`src/rtl/rfb_pkg.sv`:
```
package rfb_pkg;

  // Strobes sent from the phase control to the cell datapath.
  typedef struct packed {
    logic clear;    // synchronous clear to symbol 0
    logic setup;    // rotated preload of the inputs
    logic restore;  // C-element comparison against ring predecessor
  } rfb_strobe_t;

endpackage

```
`src/rtl/rfb_ctrl.sv`:
```
module rfb_ctrl
  import rfb_pkg::*;
(
  input  logic        rst_n,
  input  logic        phase,
  output rfb_strobe_t strobe
);

  always_comb begin
    strobe         = '0;
    strobe.clear   = !rst_n;
    strobe.setup   = rst_n && !phase;
    strobe.restore = rst_n && phase;
  end

endmodule

```
`src/rtl/rfb_cell.sv`:
```
module rfb_cell
  import rfb_pkg::*;
#(
  parameter int SYM_W = 3
) (
  input  logic             clk,
  input  logic             rst_n,
  input  rfb_strobe_t      strobe,
  input  logic [SYM_W-1:0] xIn,       // own redundant input
  input  logic [SYM_W-1:0] nbrIn,     // stored output of ring predecessor
  input  logic [SYM_W-1:0] shiftIn,   // rotated input for setup
  input  logic             upsetEn,
  input  logic             upsetReplace,
  input  logic [SYM_W-1:0] upsetSym,
  output logic [SYM_W-1:0] stateQ
);

  logic [SYM_W-1:0] stateD;
  logic             agree;

  assign agree = (xIn == nbrIn);

  always_comb begin
    stateD = stateQ;
    if (strobe.clear)
      stateD = '0;
    else if (upsetEn)
      stateD = upsetReplace ? upsetSym : ~stateQ;
    else if (strobe.setup)
      stateD = shiftIn;
    else if (strobe.restore && agree)
      stateD = xIn;
  end

  always_ff @(posedge clk) begin
    stateQ <= stateD;
  end

  AST_HOLD_ON_DIFFER: assert property (@(posedge clk) disable iff (!rst_n)
    (strobe.restore && !upsetEn && (xIn != nbrIn)) |=> (stateQ == $past(stateQ)));

  AST_LOAD_ON_AGREE: assert property (@(posedge clk) disable iff (!rst_n)
    (strobe.restore && !upsetEn && (xIn == nbrIn)) |=> (stateQ == $past(xIn)));

  AST_UPSET_INVERT: assert property (@(posedge clk) disable iff (!rst_n)
    (upsetEn && !upsetReplace) |=> (stateQ == ~$past(stateQ)));

  AST_UPSET_REPLACE: assert property (@(posedge clk) disable iff (!rst_n)
    (upsetEn && upsetReplace) |=> (stateQ == $past(upsetSym)));

endmodule

```
`src/rtl/rfb_datapath.sv`:
```
module rfb_datapath
  import rfb_pkg::*;
#(
  parameter int LEVELS = 5,
  parameter int SYM_W  = 3,
  parameter int NCELLS = 3
) (
  input  logic                         clk,
  input  logic                         rst_n,
  input  rfb_strobe_t                  strobe,
  input  logic [NCELLS-1:0][SYM_W-1:0] xVec,
  input  logic [NCELLS-1:0]            upsetEn,
  input  logic                         upsetReplace,
  input  logic [SYM_W-1:0]             upsetSym,
  output logic [NCELLS-1:0][SYM_W-1:0] yVec
);

  // Cell i compares against the cell before it in the ring, so no
  // cell ever sees its own output.
  for (genvar gi = 0; gi < NCELLS; gi++) begin : g_cell
    localparam int PREV = (gi + NCELLS - 1) % NCELLS;
    rfb_cell #(.SYM_W(SYM_W)) u_cell (
      .clk          (clk),
      .rst_n        (rst_n),
      .strobe       (strobe),
      .xIn          (xVec[gi]),
      .nbrIn        (yVec[PREV]),
      .shiftIn      (xVec[PREV]),
      .upsetEn      (upsetEn[gi]),
      .upsetReplace (upsetReplace),
      .upsetSym     (upsetSym),
      .stateQ       (yVec[gi])
    );
  end

  logic allAgree;
  assign allAgree = (yVec[0] == yVec[1]) && (yVec[1] == yVec[2]);

  always @(posedge clk) begin
    if (rst_n) begin
      AST_INPUT_RANGE: assert (int'(xVec[0]) < LEVELS && int'(xVec[1]) < LEVELS
                               && int'(xVec[2]) < LEVELS);
    end
  end

  AST_SETUP_ROTATE: assert property (@(posedge clk) disable iff (!rst_n)
    (strobe.setup && upsetEn == '0) |=>
      (yVec[0] == $past(xVec[2]) && yVec[1] == $past(xVec[0])
       && yVec[2] == $past(xVec[1])));

  AST_SETTLED_STABLE: assert property (@(posedge clk) disable iff (!rst_n)
    (strobe.restore && upsetEn == '0 && allAgree) |=> $stable(yVec));

  AST_STROBE_EXCLUSIVE: assert property (@(posedge clk)
    $onehot(strobe));

endmodule

```
`src/rtl/rfb_corrector.sv`:
```
module rfb_corrector
  import rfb_pkg::*;
#(
  parameter int  LEVELS = 5,
  localparam int SYM_W  = (LEVELS > 2) ? $clog2(LEVELS) : 1
) (
  input  logic             clk,
  input  logic             rst_n,
  input  logic             phase,
  input  logic [SYM_W-1:0] x1,
  input  logic [SYM_W-1:0] x2,
  input  logic [SYM_W-1:0] x3,
  input  logic [2:0]       upsetEn,
  input  logic             upsetReplace,
  input  logic [SYM_W-1:0] upsetSym,
  output logic [SYM_W-1:0] y1,
  output logic [SYM_W-1:0] y2,
  output logic [SYM_W-1:0] y3
);

  localparam int NCELLS = 3;

  rfb_strobe_t                  strobe;
  logic [NCELLS-1:0][SYM_W-1:0] xVec;
  logic [NCELLS-1:0][SYM_W-1:0] yVec;

  assign xVec = {x3, x2, x1};
  assign y1   = yVec[0];
  assign y2   = yVec[1];
  assign y3   = yVec[2];

  rfb_ctrl u_ctrl (
    .rst_n  (rst_n),
    .phase  (phase),
    .strobe (strobe)
  );

  rfb_datapath #(.LEVELS(LEVELS), .SYM_W(SYM_W), .NCELLS(NCELLS)) u_dp (
    .clk          (clk),
    .rst_n        (rst_n),
    .strobe       (strobe),
    .xVec         (xVec),
    .upsetEn      (upsetEn),
    .upsetReplace (upsetReplace),
    .upsetSym     (upsetSym),
    .yVec         (yVec)
  );

endmodule

```
`config.mk`:
```
export PLATFORM = sky130hd
export DESIGN_NAME = rfb_corrector
export DESIGN_NICKNAME = d
export VERILOG_FILES = /design/src/rtl/rfb_pkg.sv /design/src/rtl/rfb_ctrl.sv /design/src/rtl/rfb_cell.sv /design/src/rtl/rfb_datapath.sv /design/src/rtl/rfb_corrector.sv
export SDC_FILE = /design/constraint.sdc
export NUM_CORES = 1
export LEC_CHECK = 0
export ABC_AREA = 1
export ABC_CLOCK_PERIOD_IN_PS = 1450
export BUFFER_PORTS_ARGS = -buffer_cell sky130_fd_sc_hd__clkbuf_2
export CORE_MARGIN = 3
export CORE_UTILIZATION = 40
export CTS_CLUSTER_DIAMETER = 30
export DETAILED_ROUTE_END_ITERATION = 10
export MAX_ROUTING_LAYER = met4
export PLACE_DENSITY = 0.65
export RECOVER_POWER = 25
export SLEW_MARGIN = 20
export SYNTH_ARGS = -nofsm -noshare
export SYNTH_HDL_FRONTEND = slang
export SYNTH_SLANG_ARGS = --single-unit
```
`constraint.sdc`:
```
create_clock -name clk -period 1.45 [get_ports clk]
set_input_delay 0.145 -clock clk [delete_from_list [all_inputs] [get_ports clk]]
set_output_delay 0.145 -clock clk [all_outputs]
set_load 0.05 [all_outputs]
```
==> results.md <==
* Std-Cell Rows at 16
* Dominant synthesized flop cell: dfxtp_1
* CP Launch Type: register
* Peak Freq at between 700 and 800 MHz
* Slew HR at approximately 61%
* Post-CTS Hold Fix Bufs at 0
* Postcts setup bufs at 0
* Clock buffer count from CTS at 3
* Worst R2R Path Depth at 9
* Hold Vio Cnt, Final at 0
* Pwr Total at between 0.0008 and 0.0009 W
* Worst setup margin at approximately 0.17 ns
* Largest registers: u_dp.g_cell.u_cell.stateQ (9)
* Drt pass-1 iters at 4
* Initial antenna violation count at 0
* Syn Nets at about 190
* Final worst path period share at between 80% and 90%
* Grt met2 use at roughly 28%
* Vias after detailed routing at between 1000 and 1500
* CORE AREA at just over 2000 sq um
* # setup viols final at 0
* Clock Sink Count at 9
* Global placement routability congestion at around 0.91
* Max VDD drop at around 0.0006 V
* Largest stage delay on the critical path at 0.48 ns
* Post_cts resized at 0
* DRC Markers at 0
* TritonCTS clock tree: done
* Diodes inserted at 0
* Internal Power at 0.000487 W
* NetSw at roughly 0.00038 W
* Vias/cell at 4.75
* Overflow after GRT at 0
* Status: finished, final reports clean
* Max clock buf depth at 2
* Final wirelength at approximately 2400 um
* Fillers at roughly 240
* Flip-flop and latch count after synthesis at 9
* Number of H-tree levels at 1
* Net count, final at roughly 220
* Initial core utilization at 43.7%
* Clk_lat worst skew at 0.28 ns
* Dpl cell area at about 1000 sq um
* Share of power burned in registers at 34.3%
* Layout area overhead at 19.1%
* Critical Path Source: u_dp.g_cell[2].u_cell.stateQ[0]
* Post-route ant nets at 0
* Ys async rst share at 0%
* Worst Hold Class: input pin to register
* Pins Over Slew Limit at 0
* Port buffer count at 27
* Required time worst endpoint at roughly 1.3 ns
* I/O pin cnt at 28
* DRT iter0 DRCs at 36
* Clk_skew at ~0.0067 ns
* Ratio of cells with drive above 1 in the final layout at roughly a fifth
* Die Area at about 2800 sq um
* Placement Setup Slack at 0.306 ns
* CTS root buf: clkbuf_4
* GRT Total Usage at between 10% and 20%
* Netlist Area Pre-Place at roughly 880 sq um
* Utilization after layout at ~52%
* Maxcap violations at 0
* Critical path endpoint: y3[0]
* Crit path DAT at 1.14 ns
* Most frequent cell after synthesis: nand2_1
* Slowest cell on crit path: clkbuf_1
* Register name with the most flops: u_dp.g_cell.u_cell.stateQ
* Post-route cell area at ~1100 sq um
* R2R Setup Slk at ~0.31 ns
* Die height at roughly 53 um
* CP Cell Sequence: clkbuf_1
* Mapped Cells at about 170
* Top delay family on crit path: buffers and inverters
* Critical path peak fanout at 4
* Largest net degree at the start of global routing at 13
* Worst-margin pin slew at 0.594 ns
* Synth top area share at a little under a third
* CP endpoint kind: primary output
* Vias in the first global route at between 800 and 900
* First-pass GRT wire length at approximately 3700 um
* Wire per inst at approximately 11 um
* DIE WIDTH at 53.0 um
* Reg2Reg Capture Point: u_dp.g_cell[0].u_cell.stateQ[0]
* Comb power frac at between 40% and 50%
* EDFF count, synth at 0
* Number of flip-flops in the largest register at 9
* Setup TNS at 0 ns
* Clock share of power at about a quarter
* CP Depth at 1
* Register area share after synthesis at around a fifth
* Synth area leaders: nand2_1 (31%), dfxtp_1 (20%), nand3_1 (8.5%)
* Crit Path Class: register to primary output
* Busiest layer in global routing: met2
* Leakage at between 0.6 and 0.7 nW
* Synth warn at 0
* Detailed placement HPWL at 1950 um
* Post-synth top area cell: nand2_1
* Worst flop-to-flop path startpoint: u_dp.g_cell[2].u_cell.stateQ[2]
* Grt met3 use at 5.07%
* Switch share at a little over two fifths
* Synth top cells by count: nand2_1 (74), inv_1 (19), nor2_1 (17), nand3_1 (15), dfxtp_1 (9)
* Final Critical Period at 1.28 ns
* Unrepaired setup endpoints after global routing: no
* Synth cell types at 17
* Post-Syn Area per Cell at 5.27 sq um
* GR Util met1 at 23.9%
* PD cells at roughly 820 nW/um^2
* CP Buf/Inv Count at 1
* Clock slew at reported path FFs at 0.07 ns
-- routing by layer --
metal	routed length (um)	share of wire [%]	vias up
met2	1050	44	32
li1	-	-	575
met4	69	2.9	0
met1	1140	48	448
met5	0	0	-
met3	129	5.4	8
-- worst min-delay path, delay by kind of cell --
family | cells | cell delay [ns]
buf+inv | 1 | 0.16
simple gates | 2 | 0.12
-- per-stage QoR --
stage	std cells	hold slack, ns
finish	224	0.189
global route	224	0.209
CTS	224	0.197
detailed placement	220	0.491
global placement	220	0.486
floorplan	168	0.357
-- power groups by stage --
stage               combinational, W  clock, W  sequential (W)
floorplan                   0.000184         0        0.000382
global placement            0.000355         0        0.000301
detailed placement          0.000354         0        0.000302
CTS                         0.000356  0.000220        0.000297
global route                0.000390  0.000233        0.000302
finish                      0.000353  0.000216        0.000296
-- worst min path at each step --
stage / start / end / slack, ns / cells after the start
2_1_floorplan: upsetEn[0] / u_dp.g_cell[0].u_cell.stateQ[1] / 0.36 / 4
4_1_cts: rst_n / u_dp.g_cell[2].u_cell.stateQ[1] / 0.20 / 3
6_report: rst_n / u_dp.g_cell[2].u_cell.stateQ[1] / 0.19 / 3
3_5_place_dp: rst_n / u_dp.g_cell[2].u_cell.stateQ[1] / 0.49 / 3
5_1_grt: rst_n / u_dp.g_cell[2].u_cell.stateQ[1] / 0.21 / 3
3_3_place_gp: rst_n / u_dp.g_cell[2].u_cell.stateQ[2] / 0.49 / 3
-- final cells by class --
cell class	instances	area [sq um]	share of cell area (%)
flip-flops and latches	9	180	17.1
clock buffers	4	26.3	2.49
repair buffers	28	139	13.2
inverters	22	83.8	7.96
multi-input cells	134	591	56.1
well taps	27	33.8	3.21
-- layout by cell type, fill, tap and decap left out --
cell type / synthesis / routed
nand2_1: 74 / 75
clkbuf_2: 0 / 24
inv_1: 19 / 19
nor2_1: 17 / 17
nand3_1: 15 / 15
dfxtp_1: 9 / 9
o21ai_0: 7 / 7
a21oi_1: 7 / 7
nor2_2: 4 / 4
clkbuf_1: 0 / 4
nand2_2: 4 / 3
clkbuf_4: 0 / 3
nand2_4: 2 / 2
inv_2: 2 / 2
o211ai_1: 2 / 2
clkinv_2: 1 / 1
nor2_4: 1 / 1
nand3b_1: 1 / 1
buf_4: 0 / 1
-- cell families after synthesis --
group                  after synthesis  synth area share, %
DFF                                  9                 20.4
AOI/OAI and AO/OA                   16                 9.62
and+or+nand+nor                    118                 57.4
buffers and inverters               25                 12.6
Note: power is estimated with default switching activity, not from simulation.
